File: src/rtl/chg_pkg.sv
// Shared types for the changeover switch cleaner.
// Assumes contact lines are active low: 0 = contact touching common.
package chg_pkg;

    // Switch position classes, encoded as {line_a, line_b}.
    typedef enum logic [1:0] {
        POS_BOTH = 2'b00,   // both contacts touching (make-before-break travel)
        POS_UP   = 2'b01,   // seated up
        POS_DOWN = 2'b10,   // seated down
        POS_OPEN = 2'b11    // neither contact touching (break-before-make travel)
    } pos_e;

    // Map the two synchronised lines onto a position class.
    function automatic pos_e classify(input logic a_n, input logic b_n);
        return pos_e'({a_n, b_n});
    endfunction

endpackage

File: src/rtl/chg_sync.sv
// Multi-bit, multi-stage synchroniser chain.
// Each bit passes independently through STAGES flops.
// Assumes the inputs are asynchronous levels. Every stage resets to RST_VAL.
module chg_sync #(
    parameter int unsigned WIDTH   = 2,
    parameter int unsigned STAGES  = 2,
    parameter logic        RST_VAL = 1'b1
) (
    input  logic             clk,
    input  logic             rst_n,
    input  logic [WIDTH-1:0] din,
    output logic [WIDTH-1:0] dout
);
    localparam int unsigned LAST = STAGES - 1;

    logic [WIDTH-1:0] stage_q [STAGES];

    // First stage captures the raw lines.
    always_ff @(posedge clk) begin
        if (!rst_n) stage_q[0] <= {WIDTH{RST_VAL}};
        else        stage_q[0] <= din;
    end

    // Further stages each shift the previous one.
    for (genvar s = 1; s < STAGES; s++) begin : g_stage
        always_ff @(posedge clk) begin
            if (!rst_n) stage_q[s] <= {WIDTH{RST_VAL}};
            else        stage_q[s] <= stage_q[s-1];
        end
    end

    assign dout = stage_q[LAST];

endmodule

File: src/rtl/chg_hold.sv
// Hold-state decision for a changeover switch.
// Sets the level on the up combination and clears it on the down combination.
// Holds the level on both mid-travel combinations.
// Registers a one-cycle pulse on every 0-to-1 change of the level.
// Assumes both inputs are already synchronous to clk.
module chg_hold
    import chg_pkg::*;
(
    input  logic clk,
    input  logic rst_n,
    input  logic a_n,
    input  logic b_n,
    output logic level,
    output logic rise
);
    pos_e pos;
    logic level_d;

    // Classify the current contact pair and pick the next level.
    always_comb begin
        pos = classify(a_n, b_n);
        unique case (pos)
            POS_UP:   level_d = 1'b1;
            POS_DOWN: level_d = 1'b0;
            default:  level_d = level;   // POS_OPEN and POS_BOTH hold
        endcase
    end

    // Register the level and the edge pulse together.
    always_ff @(posedge clk) begin
        if (!rst_n) begin
            level <= 1'b0;
            rise  <= 1'b0;
        end else begin
            level <= level_d;
            rise  <= level_d & ~level;
        end
    end

endmodule

File: src/rtl/sw_changeover_clean.sv
// Top level of the changeover switch cleaner.
// Synchronises both raw contact lines, then applies the hold-state decision.
// Assumes active-low contacts on a grounded common terminal.
// Synchroniser flops reset to the open state (1), so they cannot trigger a change on their own.
module sw_changeover_clean #(
    parameter int unsigned SYNC_STAGES = 2
) (
    input  logic clk,
    input  logic rst_n,
    input  logic contact_a_n,
    input  logic contact_b_n,
    output logic level_o,
    output logic rise_o
);
    logic [1:0] raw_pair;
    logic [1:0] sync_pair;
    logic       a_sync;
    logic       b_sync;

    assign raw_pair = {contact_a_n, contact_b_n};

    chg_sync #(
        .WIDTH   (2),
        .STAGES  (SYNC_STAGES),
        .RST_VAL (1'b1)
    ) u_sync (
        .clk   (clk),
        .rst_n (rst_n),
        .din   (raw_pair),
        .dout  (sync_pair)
    );

    assign a_sync = sync_pair[1];
    assign b_sync = sync_pair[0];

    chg_hold u_hold (
        .clk   (clk),
        .rst_n (rst_n),
        .a_n   (a_sync),
        .b_n   (b_sync),
        .level (level_o),
        .rise  (rise_o)
    );

endmodule

File: config.mk
export PLATFORM = sky130hd
export DESIGN_NAME = sw_changeover_clean
export DESIGN_NICKNAME = d
export VERILOG_FILES = /design/src/rtl/chg_pkg.sv /design/src/rtl/chg_sync.sv /design/src/rtl/chg_hold.sv /design/src/rtl/sw_changeover_clean.sv
export SDC_FILE = /design/constraint.sdc
export NUM_CORES = 1
export LEC_CHECK = 0
export ABC_AREA = 1
export BUFFER_PORTS_ARGS = -buffer_cell sky130_fd_sc_hd__buf_2
export CAP_MARGIN = 20
export CORE_AREA = 4 4 41 43
export DETAILED_ROUTE_END_ITERATION = 7
export DIE_AREA = 0 0 45 47
export GPL_TIMING_DRIVEN = 0
export PLACE_DENSITY_LB_ADDON = 0.08
export SLEW_MARGIN = 20
export SYNTH_ARGS = -nofsm -noshare
export SYNTH_HDL_FRONTEND = slang
export SYNTH_SLANG_ARGS = --single-unit
File: constraint.sdc
create_clock -name clk -period 0.8 [get_ports clk]
set_input_delay 0.04 -clock clk [delete_from_list [all_inputs] [get_ports clk]]
set_output_delay 0.04 -clock clk [all_outputs]
set_load 0.05 [all_outputs]
[After elaboration in Yosys (flattened, before gate mapping)]
Memory sizes are Yosys's and may differ from the RTL's.
Index checks and enable logic that the tools add are counted.
Storage, ports and cells
  register bits: 2
  output and inout port bits: 2
  bits in writable memories: 4
  input bits: 4
  memories kept: 1
Operators by class
  bitwise gates (word level): 4
  equality and inequality tests: 2
  muxes and demuxes: 5
Memories
  u_sync.stage_q: depth 2, bits a word 2, rd ports 2, clocked after Yosys merged registers in 0, write ports 2, RTL line chg_sync.sv:16  | logic [WIDTH-1:0] stage_q [STAGES];
Operators with widths (count)
  2-bit 2-to-1 mux: 2
  2-bit by 1-bit equality test with 1-bit output (second input constant): 1
  2-bit equality test (second input constant): 1
  1-bit 2-to-1 mux: 2
  1-bit OR: 2
  1-bit one-hot mux with 2 select lines: 1
  1-bit bitwise AND: 1
  1-bit NOT: 1

[Longest topological paths before layout]
  depth in word-level cells: 3
  depth in mapped cells: 5
  gate-level depth less buffers: 5

[Hierarchy]
A second synthesis with hierarchy kept.
Second synthesis, totals
  cell total of the unflattened synthesis: 23
  area, all modules: 195.2 um^2
By module, submodules not included
  chg_sync: times used 1, cells each 12, area an instance 110.1 um^2
  chg_hold: times used 1, cells each 11, area an instance 85.1 um^2

[Worst setup path before layout]
Ideal clock, no wire load.
  kind: register -> register
  from: register (tool-made name)
  to: register (tool-made name)
  setup time: 64 ps
  cell stages (with the launch flop): 5
  slack: -125 ps
  path buffers: 0
  arrival: 861 ps
  cell sequence: dfxtp_1 -> inv_1 -> nand2_1 -> nand2_1 -> nor2_1

==> summary.txt <==
Outcome
  – Status: finished with violations
  – Failing checks: setup timing

Power
  – P per Cell Area: 2220 mW/mm2
  – Worst vdd ir: 0.512 mV
  – Pleak: 0.140 nW

Drt
  – Post-route ant nets: 0
  – Vias: 141
  – Starting DRT DRC Count: 0
  – Routed wire length: 326 um
  – Via density per instance: 3.13
  – TritonRoute pass-1 iters: 1
  – # DRC: 0
  – Drt wl/cell: 7.24 um

Worst setup path
  – Critical path class: flip-flop to flip-flop
  – CP Max Fanout: 2
  – R2r setup slk: -0.03 ns
  – WP data arrival: 0.96 ns
  – Reg2reg start: u_sync.stage_q[1][1]
  – Worst Path Required: 0.93 ns
  – Startpoint Class: flip-flop
  – Crit. End Element: flip-flop
  – Reg2reg path depth: 5

Finish
  – Cell area after layout: 305 um2
  – Final core utilization: 23.5%
  – Most frequent cells in the layout: 4 x or2_1, 4 x dfxtp_1
  – # fillers: 157
  – Final nets: 37
  – Number of diodes: 0
  – Area Growth Syn to Fin: 59.5%
  – Layout cells sized above 1: 43.3%
  – Non-Filler Instances: 45

Clock network
  – CTS Buffer Depth: 2
  – Clk sinks: 6
  – Post CTS Setup Buffer Count: 0
  – CTS buffer count: 3
  – Worst skew pair latency: 0.24 ns
  – Root Buffer: clkbuf_4
  – H-tree depth: 1
  – Clock transition at path regs: 0.05 ns
  – CTS tree: yes

Logic synthesis
  – Synthesized instance count: 20
  – Netlist cell types: 7
  – YS warnings: 0
  – Sequential area share after synthesis: 62.7%
  – Synth Area per Inst: 9.57 um2
  – Yosys reg bits: 6
  – Cell Area, Synth: 191 um2
  – Syn Nets: 25

Place
  – Placed inst area: 236 um2
  – Placed wire-length estimate: 236 um
  – GP Congestion: 0.579
  – Placed Cells: 40
  – Post-place setup slack: -0.0601 ns
  – Port Buf Inserts: 5

Global routing
  – First-pass GRT wire length: 538 um
  – Initial antenna violation count: 0
  – Vias in the first global route: 127
  – GRT Total Usage: 4.51%
  – Largest net degree at the start of global routing: 5
  – Grt ovf: 0

STA
  – Final Skew: 0.000524 ns
  – Setup WS post-layout: -0.0302 ns
  – Pins Over Slew Limit: 0
  – RSZ-0062 raised after global routing: yes
  – TNS Setup: -0.0302 ns
  – Max Freq: 1200 MHz
  – Clock period minus worst slack: 0.830 ns
  – Setup violators final: 1
  – Final Hold Fails: 0
  – Slew headroom: 90.3%
  – Least-Margin Pin Slew: 0.147 ns
  – Final period util: 104%

Hold path
  – Hold depth: 3
  – Worst Min Path Start: rst_n
  – Worst hold path class: primary input to flip-flop

Flow run
  – Max-cap violations: 0

Die
  – I/O pin count: 6
  – Die Ht: 47 um
  – Initial Utilization: 14.7%
  – Die Width: 45 um
  – Core area: 0.00130 mm2
  – Row Count: 13
  – Full die area: 0.00212 mm2
stage by stage:
| step | power, W | hold WS [ns] |
|---|---|---|
| finish | 0.000679 | 0.0405 |
| global route | 0.000713 | 0.0577 |
| CTS | 0.000696 | 0.0313 |
| detailed placement | 0.000383 | 0.221 |
| global placement | 0.000382 | 0.218 |
| floorplan | 0.000365 | 0.140 |
metal layers:
metal | part of all wire [%] | GRT usage [%]
met1 | 46 | 5.02
met2 | 40 | 3.67
met3 | 12 | 2.68
met4 | 1.2 | 8.77
met5 | 0 | 0
worst max-delay path, cell delays in order (launching register included):
cell	delay (ns)
dfxtp_2	0.31
inv_2	0.04
ha_4	0.25
nand2_1	0.04
nand2_1	0.05
nor2_1	0.03
cell families after synthesis:
family                   count (synthesis)  share of synthesized area, %
flip-flops                               6                          62.7
buffers and inverters                    3                          5.88
adder cells (fa/ha/maj)                  1                          6.53
AND/OR/NAND/NOR                         10                          24.8
worst max path at each step:
stage,start,end,slack (ns),cells after the start
2_1_floorplan,u_sync.stage_q[1][1],flip-flop,-0.02,4
3_3_place_gp,u_sync.stage_q[1][1],flip-flop,-0.05,4
3_5_place_dp,u_sync.stage_q[1][1],flip-flop,-0.06,5
4_1_cts,u_sync.stage_q[1][1],flip-flop,-0.04,5
5_1_grt,u_sync.stage_q[1][1],flip-flop,-0.07,5
6_report,u_sync.stage_q[1][1],flip-flop,-0.03,5
repair_timing:
action,in CTS,in global routing
hold buffers,2,0
cloned,0,0
resized for setup,6,1
pin swaps,2,0
endpoints found under the hold margin,2,0
endpoints found under the setup margin,3,2
final cells by class:
type	count	area, um2	share of cell area (%)
clock buffer	3	22.5	7.38
inverter	3	11.3	3.69
multi-input combinational	11	72.6	23.8
sequential	6	123	40.2
tap	15	18.8	6.15
timing repair buffer	7	57.6	18.9
power by group:
part | leakage [nW] | total, W | switching (W) | internal, W
clock | 0.0138 | 0.000279 | 0.000109 | 0.000170
sequential | 0.0496 | 0.000323 | 0.00000731 | 0.000316
combinational | 0.0765 | 0.0000766 | 0.0000385 | 0.0000381
total | 0.140 | 0.000679 | 0.000155 | 0.000524
Yosys cell counts, drive strengths merged:
| cell | instances | area (um2) |
|---|---|---|
| dfxtp | 6 | 120 |
| or2 | 4 | 25.0 |
| inv | 3 | 11.3 |
| nand2 | 3 | 11.3 |
| nor2 | 3 | 11.3 |
| ha | 1 | 12.5 |
Note: power is estimated with default switching activity, not from simulation.
